File: src/rtl/spi_cmd_pkg.sv
package spi_cmd_pkg;

    localparam int WORD_W = 32;
    localparam int CNT_W  = 4;
    localparam int SEL_W  = 2;
    localparam int MAX_TX = 8;
    localparam int MAX_RX = 4;

    localparam logic [1:0] SLOT_CTRL = 2'd0;
    localparam logic [1:0] SLOT_CMD  = 2'd1;
    localparam logic [1:0] SLOT_DATA = 2'd2;

    localparam int GO_BIT   = 8;
    localparam int BUSY_BIT = 16;

    typedef struct packed {
        logic [SEL_W-1:0] clk_sel;
        logic [1:0]       size;
        logic [CNT_W-1:0] rx_cnt;
        logic [CNT_W-1:0] tx_cnt;
    } ctrl_t;

    typedef enum logic {SEQ_IDLE, SEQ_RUN} seq_state_e;

    function automatic ctrl_t ctrl_from_word(input logic [WORD_W-1:0] w);
        ctrl_t c;
        c.tx_cnt  = w[3:0];
        c.rx_cnt  = w[7:4];
        c.size    = w[18:17];
        c.clk_sel = w[25:24];
        return c;
    endfunction

    function automatic logic [WORD_W-1:0] ctrl_to_word(input ctrl_t c, input logic busy);
        logic [WORD_W-1:0] w;
        w          = '0;
        w[3:0]     = c.tx_cnt;
        w[7:4]     = c.rx_cnt;
        w[BUSY_BIT] = busy;
        w[18:17]   = c.size;
        w[25:24]   = c.clk_sel;
        return w;
    endfunction

    function automatic logic [CNT_W-1:0] clamp_tx(input logic [CNT_W-1:0] n);
        return (n > CNT_W'(MAX_TX)) ? CNT_W'(MAX_TX) : n;
    endfunction

    function automatic logic [CNT_W-1:0] clamp_rx(input logic [CNT_W-1:0] n);
        return (n > CNT_W'(MAX_RX)) ? CNT_W'(MAX_RX) : n;
    endfunction

    // Byte idx of the unified outgoing stream: opcode, address high..low, data low..high
    function automatic logic [7:0] stream_byte(input logic [WORD_W-1:0] cmd,
                                               input logic [WORD_W-1:0] dat,
                                               input logic [CNT_W-1:0] idx);
        case (idx)
            4'd0:    return cmd[7:0];
            4'd1:    return cmd[31:24];
            4'd2:    return cmd[23:16];
            4'd3:    return cmd[15:8];
            4'd4:    return dat[7:0];
            4'd5:    return dat[15:8];
            4'd6:    return dat[23:16];
            4'd7:    return dat[31:24];
            default: return 8'h00;
        endcase
    endfunction

endpackage

File: src/rtl/spi_clk_div.sv
module spi_clk_div #(
    parameter int SEL_W = 2
) (
    input  logic             clk,
    input  logic             rst,
    input  logic             run,
    input  logic [SEL_W-1:0] sel,
    output logic             tick
);
    localparam int CNT_W = (1 << SEL_W) - 1;

    logic [CNT_W-1:0] cnt_q;
    logic [CNT_W-1:0] limit;

    assign limit = CNT_W'((1 << sel) - 1);
    assign tick  = run && (cnt_q == limit);

    always_ff @(posedge clk) begin
        if (rst || !run || tick) cnt_q <= '0;
        else                     cnt_q <= cnt_q + CNT_W'(1);
    end


    div_gap_chk: assert property (@(posedge clk) disable iff (rst)
        (tick && sel != '0) |=> !tick);

endmodule

File: src/rtl/spi_byte_shifter.sv
module spi_byte_shifter (
    input  logic       clk,
    input  logic       rst,
    input  logic       load,
    input  logic [7:0] load_byte,
    input  logic       tick,
    input  logic       miso,
    output logic       sclk,
    output logic       mosi,
    output logic       done,
    output logic [7:0] rx_byte
);
    logic [7:0] tx_q, rx_q;
    logic [2:0] bit_q;
    logic       sclk_q, act_q;

    assign done    = act_q && tick && sclk_q && (bit_q == 3'd7);
    assign sclk    = sclk_q;
    assign mosi    = act_q & tx_q[7];
    assign rx_byte = rx_q;

    always_ff @(posedge clk) begin
        if (rst) begin
            tx_q   <= '0;
            rx_q   <= '0;
            bit_q  <= '0;
            sclk_q <= 1'b0;
            act_q  <= 1'b0;
        end else if (load) begin
            tx_q   <= load_byte;
            bit_q  <= '0;
            sclk_q <= 1'b0;
            act_q  <= 1'b1;
        end else if (done) begin
            act_q  <= 1'b0;
            sclk_q <= 1'b0;
        end else if (act_q && tick) begin
            if (!sclk_q) begin
                sclk_q <= 1'b1;
                rx_q   <= {rx_q[6:0], miso};
            end else begin
                sclk_q <= 1'b0;
                tx_q   <= {tx_q[6:0], 1'b0};
                bit_q  <= bit_q + 3'd1;
            end
        end
    end


    sclk_low_after_byte_chk: assert property (@(posedge clk) disable iff (rst)
        done |=> !sclk_q);

endmodule

File: src/rtl/spi_cmd_engine.sv
module spi_cmd_engine
    import spi_cmd_pkg::*;
(
    input  logic        clk,
    input  logic        rst,
    input  logic        reg_wr,
    input  logic [3:0]  reg_addr,
    input  logic [31:0] reg_wdata,
    output logic [31:0] reg_rdata,
    output logic        spi_cs_n,
    output logic        spi_sclk,
    output logic        spi_mosi,
    input  logic        spi_miso
);
    ctrl_t              ctrl_q;
    logic [WORD_W-1:0]  cmd_q, data_q, rxbuf_q, rx_merge;
    seq_state_e         st_q;
    logic [CNT_W-1:0]   idx_q, load_idx, cur_tx, cur_rx, cur_total, rdiff;
    logic               busy, slot_ok, wr_ok, start_go, more, last, load, tick, sh_done;
    logic [1:0]         slot;
    ctrl_t              wr_ctrl;
    logic [7:0]         load_byte, sh_rx;

    assign busy    = (st_q == SEQ_RUN);
    assign slot    = reg_addr[3:2];
    assign slot_ok = (reg_addr[1:0] == 2'b00);
    assign wr_ok   = reg_wr && slot_ok && !busy;
    assign wr_ctrl = ctrl_from_word(reg_wdata);

    assign start_go = wr_ok && (slot == SLOT_CTRL) && reg_wdata[GO_BIT] &&
                      ((clamp_tx(wr_ctrl.tx_cnt) + clamp_rx(wr_ctrl.rx_cnt)) != '0);

    assign cur_tx    = start_go ? clamp_tx(wr_ctrl.tx_cnt) : clamp_tx(ctrl_q.tx_cnt);
    assign cur_rx    = start_go ? clamp_rx(wr_ctrl.rx_cnt) : clamp_rx(ctrl_q.rx_cnt);
    assign cur_total = cur_tx + cur_rx;

    assign more     = busy && sh_done && ((idx_q + 4'd1) < cur_total);
    assign last     = busy && sh_done && !((idx_q + 4'd1) < cur_total);
    assign load     = start_go || more;
    assign load_idx = start_go ? '0 : (idx_q + 4'd1);
    assign load_byte = (load_idx < cur_tx) ? stream_byte(cmd_q, data_q, load_idx) : 8'h00;

    // receive byte placement: position = current index minus transmit count
    assign rdiff    = idx_q - cur_tx;
    assign rx_merge = (busy && sh_done && (idx_q >= cur_tx)) ?
                      (rxbuf_q | ({24'b0, sh_rx} << {rdiff, 3'b000})) : rxbuf_q;

    always_ff @(posedge clk) begin
        if (rst) begin
            ctrl_q  <= '0;
            cmd_q   <= '0;
            data_q  <= '0;
            rxbuf_q <= '0;
            idx_q   <= '0;
            st_q    <= SEQ_IDLE;
        end else begin
            if (wr_ok) begin
                case (slot)
                    SLOT_CTRL: ctrl_q <= wr_ctrl;
                    SLOT_CMD:  cmd_q  <= reg_wdata;
                    SLOT_DATA: data_q <= reg_wdata;
                    default: ;
                endcase
            end
            if (start_go) begin
                st_q    <= SEQ_RUN;
                idx_q   <= '0;
                rxbuf_q <= '0;
            end else if (more) begin
                idx_q   <= idx_q + 4'd1;
                rxbuf_q <= rx_merge;
            end else if (last) begin
                st_q <= SEQ_IDLE;
                if (cur_rx != '0) data_q <= rx_merge;
            end
        end
    end

    always_comb begin
        reg_rdata = '0;
        if (slot_ok) begin
            case (slot)
                SLOT_CTRL: reg_rdata = ctrl_to_word(ctrl_q, busy);
                SLOT_CMD:  reg_rdata = cmd_q;
                SLOT_DATA: reg_rdata = data_q;
                default:   reg_rdata = '0;
            endcase
        end
    end

    assign spi_cs_n = !busy;

    spi_clk_div #(.SEL_W(SEL_W)) u_div (
        .clk  (clk),
        .rst  (rst),
        .run  (busy),
        .sel  (ctrl_q.clk_sel),
        .tick (tick)
    );

    spi_byte_shifter u_shift (
        .clk       (clk),
        .rst       (rst),
        .load      (load),
        .load_byte (load_byte),
        .tick      (tick),
        .miso      (spi_miso),
        .sclk      (spi_sclk),
        .mosi      (spi_mosi),
        .done      (sh_done),
        .rx_byte   (sh_rx)
    );


    start_src_chk: assert property (@(posedge clk) disable iff (rst)
        $rose(busy) |-> $past(reg_wr && reg_addr == 4'h0 && reg_wdata[GO_BIT]));


    busy_write_chk: assert property (@(posedge clk) disable iff (rst)
        (busy && reg_wr) |=> ($stable(cmd_q) && $stable(ctrl_q)));


    cs_idle_clk_chk: assert property (@(posedge clk) disable iff (rst)
        spi_cs_n |-> !spi_sclk);


    idx_bound_chk: assert property (@(posedge clk) disable iff (rst)
        busy |-> (idx_q < cur_total));

endmodule

File: config.mk
export PLATFORM = sky130hd
export DESIGN_NAME = spi_cmd_engine
export DESIGN_NICKNAME = d
export VERILOG_FILES = /design/src/rtl/spi_cmd_pkg.sv /design/src/rtl/spi_clk_div.sv /design/src/rtl/spi_byte_shifter.sv /design/src/rtl/spi_cmd_engine.sv
export SDC_FILE = /design/constraint.sdc
export NUM_CORES = 1
export LEC_CHECK = 0
export BUFFER_PORTS_ARGS = -buffer_cell sky130_fd_sc_hd__buf_2
export CAP_MARGIN = 20
export CORE_ASPECT_RATIO = 1.4
export CORE_UTILIZATION = 60
export DETAILED_ROUTE_END_ITERATION = 6
export GPL_TIMING_DRIVEN = 0
export PLACE_DENSITY = 0.78
export SYNTH_ARGS = -nofsm -noshare
export SYNTH_HDL_FRONTEND = slang
export SYNTH_SLANG_ARGS = --single-unit
export TNS_END_PERCENT = 10
File: constraint.sdc
create_clock -name clk -period 16.2 [get_ports clk]
set_input_delay 2.43 -clock clk [delete_from_list [all_inputs] [get_ports clk]]
set_output_delay 2.43 -clock clk [all_outputs]
set_load 0.02 [all_outputs]
==> run_results.csv, run 1 <==
group,metric,value,unit
status,status,"completed",
synthesis,syn_area,0.00764,mm^2
sta,slew-limit-headroom,24.9,%
critical_path,startpoint,"reg_wdata[6]",
power_and_ir_drop,p_comb_share,6.4,%
detailed_routing,first_pass_iters,6,
power_and_ir_drop,seq_power_share,44.4,%
sta,clock_skew,0.00907,ns
cts,cts.clk_slew.worst_paths,0.06,ns
final_layout,drive_gt1_share,14.7,%
final_layout,area_growth_syn_to_layout,15.0,%
critical_path,endpoint,"u_shift.tx_q[1]",
synthesis,async_flop_share,0,%
global_route,grt_pass1_wl,41400,um
power_and_ir_drop,p_leak,3.48,nW
cts,cts_resized,0,
synthesis,synth_cells,1001,
placed_design,placedCellCount,1224,
synthesis,synth_common_cells,"188 x nand2_1, 137 x dfxtp_1, 119 x nor2_1, 91 x a21oi_1, 57 x clkbuf_1",
sta,fmax,127,MHz
detailed_routing,wirelength,26900,um
final_layout,instances_no_fill,1257,
floorplanning,core,0.0124,mm^2
global_route,grt_max_degree,17,
final_layout,final_area,0.00879,mm^2
global_route,top_usage_layer,"met2",
detailed_routing,drc,0,
sta,finalCritPeriodShare,48.6,%
power_and_ir_drop,p_total,0.000771,W
placed_design,post_dp_cell_area,0.00820,mm^2
synthesis,syn_area_per_cell,7.63,um^2
critical_path,rrSetupSlack,10.41,ns
floorplanning,ios,75,
critical_path,crit_family,"compound AO/OA/AOI/OAI gates",
global_route,met3_usage,8.51,%
detailed_routing,dr.first_iter.drc_count,814,
power_and_ir_drop,p_per_area,87.8,mW/mm^2
sta,maxSlewViolCount,0,
synthesis,yosys_warnings,0,
synthesis,synth_fp_nets,1060,
detailed_routing,routed_via_density,6.41,
global_route,grt_pass1_vias,7728,
global_route,grt.total_usage,41.2,%
critical_path,cpMaxStageDelayCell,"nor4b_2",
final_layout,multi_input_area,0.00455,mm^2
final_layout,antennaDiodeCount,0,
power_and_ir_drop,swShare,25.7,%
synthesis,synth_edf_count,0,
synthesis,seq_area_frac_synth,35.9,%
synthesis,synthFlopType,"dfxtp_1",
sta,layout_min_cycle_time,7.87,ns
cts,ctsHoldBuffers,0,
final_layout,seq_area,0.00274,mm^2
critical_path,worst_setup_path_end_kind,"register",
cts,cts.sinks,137,
floorplanning,rows,48,
critical_path,rr_worst_depth,19,
floorplanning,die_h,136,um
cts,cts.path.max_buffers,2,
hold_path,holdCritPathClass,"register to register",
critical_path,r2r_start,"busy",
synthesis,synth.distinct_cells,60,
synthesis,yosysMostFrequentCell,"nand2_1",
critical_path,cp_common_cell,"ha_1",
power_and_ir_drop,p_int,0.000573,W
sta,setup_viol,0,
detailed_routing,wire_per_inst,21.4,um
power_and_ir_drop,switchingPower,0.000199,W
critical_path,worst_ep_required_time,16.50,ns
detailed_routing,antenna_left,0,
placed_design,io_buffers,72,
power_and_ir_drop,clockPowerShare,49.2,%
sta,tightestPinTransition,1.12,ns
synthesis,yosysTopAreaCell,"dfxtp_1",
placed_design,dpl.hpwl,20300,um
power_and_ir_drop,ir_worst_vdd,0.0773,mV
critical_path,worstSetupStartpointType,"input port",
synthesis,ys_ff_latch,137,
global_route,antenna_found_initial,1,
floorplanning,fp.dieArea,0.0132,mm^2
cts,cts_buffers,17,
synthesis,yosys-top-cells-area,"dfxtp_1 36%, nand2_1 9.2%, a21oi_1 6.0%",
global_route,met2_usage,70.9,%
critical_path,slowest_delay,0.50,ns
sta,timing.hold.ws,0.456,ns
critical_path,path_buf_inv,5,
sta,tns,0,ns
critical_path,arrival,8.17,ns
cts,h-tree-depth,4,
cts,cts_setup_buffers,0,
floorplanning,die_x,97.4,um
synthesis,synth_top_area_share,35.9,%
final_layout,nets,1153,
critical_path,critPathKind,"input port to register",
critical_path,critPathMaxFanout,10,
sta,rsz0062_at_grt,"no",
job,max_cap_violations,0,
global_route,grt_use_met1,44.7,%
cts,root_buffer,"clkbuf_16",
detailed_routing,vias,8059,
sta,finalHoldViolations,0,
critical_path,worstReg2RegEnd,"u_shift.tx_q[1]",
final_layout,fillers,1060,
placed_design,gp_congestion,0.995,
cts,clk_latency,0.42,ns
floorplanning,start_util,61.8,%
global_route,gr-total-overflow,0,
critical_path,cp_num_cells,25,
cts,cts_tree,"done",
## power groups by stage
stage	logic, W	clock network (W)	registers, W
after floorplan	0.0000287	0	0.000349
after global placement	0.0000473	0	0.000350
after detailed placement	0.0000477	0	0.000350
after CTS	0.0000481	0.000378	0.000342
after global routing	0.0000530	0.000394	0.000342
final	0.0000496	0.000379	0.000342
## how the worst min path moves through the flow
stage | startpoint | to | slack (ns) | depth (start not counted)
after floorplan | rxbuf_q[16] | rxbuf_q[16] | 0.43 | 2
after global placement | rxbuf_q[13] | rxbuf_q[13] | 0.44 | 2
after detailed placement | rxbuf_q[5] | rxbuf_q[5] | 0.44 | 2
after CTS | rxbuf_q[19] | rxbuf_q[19] | 0.46 | 2
after global routing | rxbuf_q[15] | rxbuf_q[15] | 0.48 | 2
final | rxbuf_q[5] | rxbuf_q[5] | 0.46 | 2
## routing by layer
layer  vias up  routed length [um]
li1       3751                   -
met1      3674                9610
met2       474               13100
met3       158                2100
met4         2                2130
met5         -                  11
## cells by family after synthesis
logic type | count (synthesis) | synth area share [%]
AOI/OAI and AO/OA | 259 | 23.2
buffers and inverters | 90 | 4.65
muxes | 42 | 5.60
xor gates and xnor gates | 15 | 1.72
DFF | 137 | 35.9
and+or+nand+nor | 438 | 25.6
adders and majority gates | 20 | 3.34
## final cells by class
cell class	count	share of cell area (%)
multi-input cells	774	51.8
flip-flops and latches	137	31.2
clock buffers	19	5.04
repair buffers	74	4.29
plain buffers	72	3.27
well taps	150	2.14
clock inverters	13	1.52
inverters	18	0.769
## layout by cell type, fill, tap and decap left out, types with 8 or more instances in the layout
cell type / Yosys / layout
a22oi_1: 32 / 32
a31o_2: 25 / 25
a21oi_1: 91 / 91
a311oi_1: 8 / 8
nor2_1: 119 / 119
mux2i_1: 40 / 40
a211oi_1: 18 / 18
nor3_1: 10 / 10
dfxtp_1: 137 / 137
clkbuf_1: 57 / 58
o21ai_0: 39 / 39
buf_2: 8 / 81
clkbuf_16: 0 / 17
and3_1: 13 / 13
ha_1: 18 / 18
inv_1: 18 / 18
nand2_1: 188 / 188
o21ai_1: 13 / 13
nand3_1: 47 / 47
nor2b_1: 8 / 8
nand4_1: 25 / 25
xnor2_1: 9 / 9
## tightest hold or removal path: stages, from the launching register on
cell     delay, ns
dfxtp_1       0.33
nand2_1       0.04
o21ai_0       0.05
## state kept, by name, summed over array words and instances (netlist names)
register	flops
busy	1
cmd_q	32
ctrl_q	12
data_q	32
idx_q	4
rxbuf_q	32
u_div.cnt_q	3
u_shift.act_q	1
u_shift.bit_q	3
u_shift.rx_byte	8
u_shift.sclk	1
u_shift.tx_q	8
## metrics by stage
step                worst slack [ns]  utilization, %
floorplan                       9.14               -
global placement                7.86            66.2
detailed placement              8.09            66.3
CTS                             8.45            70.9
global route                    7.96            71.0
finish                          8.33            71.0
No activity file was read; power rests on OpenSTA's default activity.
==> run 2: changes to the inputs <==
CORE_UTILIZATION = 54   (was 60)
PLACE_DENSITY = 0.74   (was 0.78)
clock period = 7 ns   (was 16.2 ns; I/O delays follow)
==> run 2 against run 1 <==
Net effect: die area up 11%; non-clock buffer count up 1; final cell count up 2.9%; critical path type unchanged; largest cell class unchanged; highest routed layer is now met4.
==> run_results.csv, run 2 (synthesis gave the netlist of run 1 again) <==
group,metric,value,unit
sta,setup_viol,0,
detailed_routing,routed_via_density,6.12,
sta,fmax,156,MHz
detailed_routing,first_pass_iters,6,
job,max_cap_violations,0,
critical_path,worst_setup_path_end_kind,"register",
final_layout,layout_commonest_cell,"nand2_1",
cts,clk_latency,0.43,ns
cts,h-tree-depth,4,
placed_design,dpl.hpwl,20700,um
power_and_ir_drop,ir_worst_vdd,0.150,mV
sta,maxSlewViolCount,0,
power_and_ir_drop,p_int,0.00142,W
floorplanning,rows,51,
power_and_ir_drop,p_comb_share,6.1,%
detailed_routing,wire_per_inst,20.8,um
global_route,gr-total-overflow,0,
cts,cts_resized,0,
detailed_routing,vias,7916,
cts,cts.clk_slew.worst_paths,0.06,ns
detailed_routing,dr.first_iter.drc_count,729,
floorplanning,fp.dieArea,0.0146,mm^2
global_route,grt_pass1_wl,40800,um
floorplanning,die_h,143,um
final_layout,nets,1154,
critical_path,critPathMaxFanout,10,
critical_path,critPathKind,"input port to register",
global_route,grt.total_usage,38.1,%
cts,cts_tree,"done",
hold_path,holdCritPathClass,"register to register",
sta,finalCritPeriodShare,91.7,%
critical_path,rrSetupSlack,1.36,ns
critical_path,worst_ep_required_time,7.34,ns
global_route,antenna_found_initial,0,
sta,slew-limit-headroom,33.6,%
critical_path,arrival,6.76,ns
sta,rsz0062_at_grt,"no",
detailed_routing,wirelength,26900,um
power_and_ir_drop,switchingPower,0.000461,W
cts,root_buffer,"clkbuf_16",
cts,cts_buffers,17,
final_layout,final_cell_mix,"188 x nand2_1, 137 x dfxtp_1, 119 x nor2_1",
global_route,grt_max_degree,17,
power_and_ir_drop,p_per_area,212,mW/mm^2
final_layout,area_growth_syn_to_layout,16.5,%
floorplanning,ios,75,
power_and_ir_drop,p_leak,3.51,nW
cts,cts_setup_buffers,0,
cts,cts.sinks,137,
sta,timing.hold.ws,0.455,ns
sta,layout_min_cycle_time,6.42,ns
floorplanning,die_x,103,um
global_route,grt_pass1_vias,7539,
power_and_ir_drop,seq_power_share,42.1,%
final_layout,drive_gt1_share,14.9,%
sta,clock_skew,0.00595,ns
critical_path,worstSetupStartpointType,"input port",
detailed_routing,drc,0,
sta,tightestPinTransition,0.987,ns
final_layout,instances_no_fill,1293,
placed_design,io_buffers,72,
final_layout,reg_top3,"cmd_q: 32 flops, data_q: 32 flops, rxbuf_q: 32 flops",
sta,finalHoldViolations,0,
power_and_ir_drop,clockPowerShare,51.8,%
floorplanning,core,0.0138,mm^2
detailed_routing,antenna_left,0,
cts,cts.path.max_buffers,2,
floorplanning,start_util,55.2,%
final_layout,antennaDiodeCount,0,
cts,ctsHoldBuffers,0,
status,status,"completed",
placed_design,gp_congestion,1.00,
sta,tns,0,ns
power_and_ir_drop,swShare,24.5,%
placed_design,placedCellCount,1260,
==> run 2: cell types whose count changed in the layout (fill, tap and decap cells not counted), sizes merged <==
cell,change
clkinvlp,-1
clkbuf,-2
buf,+1
bufinv,+3
==> run 2: area by class of cell <==
class                           count  area (um^2)
Fill cell                        1277         4950
Multi-Input combinational cell    774         4550
Sequential cell                   137         2740
Clock buffer                       17          425
Timing Repair Buffer               75          384
Buffer                             72          288
Tap cell                          185          231
Clock inverter                     15          213
Inverter                           18         67.6
==> run 2: final timing paths <==
check,startpoint,endpoint,depth (start not counted)
max,reg_wdata[7],u_shift.tx_q[7],25
min reg2reg,rxbuf_q[26],rxbuf_q[26],2
min,rxbuf_q[26],rxbuf_q[26],2
max reg2reg,busy,u_shift.tx_q[7],19
==> run 2: power by group through the flow <==
stage          Combinational [W]  Clock, W  Sequential, W
6_report                0.000115  0.000976       0.000792
4_1_cts                 0.000111  0.000974       0.000792
5_1_grt                 0.000123   0.00101       0.000793
3_3_place_gp            0.000110         0       0.000809
3_5_place_dp            0.000111         0       0.000809
2_1_floorplan          0.0000663         0       0.000807
==> run 2: critical path, stage by stage <==
cell and delay (ns):
buf_2 0.14, nor2_1 0.08, nand2_1 0.09, inv_1 0.05
ha_1 0.22, fa_1 0.44, xor2_1 0.17, nor3_1 0.32
o21ai_2 0.24, and2_1 0.21, buf_2 0.16, clkbuf_1 0.26
o21ai_0 0.33, ha_1 0.24, ha_1 0.24, inv_1 0.09
ha_1 0.23, a21boi_0 0.12, o21a_1 0.19, o21a_1 0.20
nor4b_2 0.50, nand3_1 0.22, a221oi_4 0.49, o21ai_1 0.20
a211oi_1 0.26
==> run 2: through the flow <==
stage | area [um^2] | utilization [%] | total power, W | setup WS [ns]
final | 8900 | 64.3 | 0.00188 | 0.583
after global routing | 8900 | 64.3 | 0.00193 | 0.180
after CTS | 8890 | 64.2 | 0.00188 | 0.664
after detailed placement | 8250 | 59.6 | 0.000920 | 0.227
after global placement | 8230 | 59.5 | 0.000919 | 0.117
after floorplan | 7640 | - | 0.000873 | 1.32
==> run 2: per-layer routing <==
layer	vias up	GRT usage, %	wire length (um)
met4	0	27.5	1900
met1	3667	41.8	9900
li1	3746	-	-
met2	379	63.4	13100
met5	-	0	0
met3	124	8.76	1960
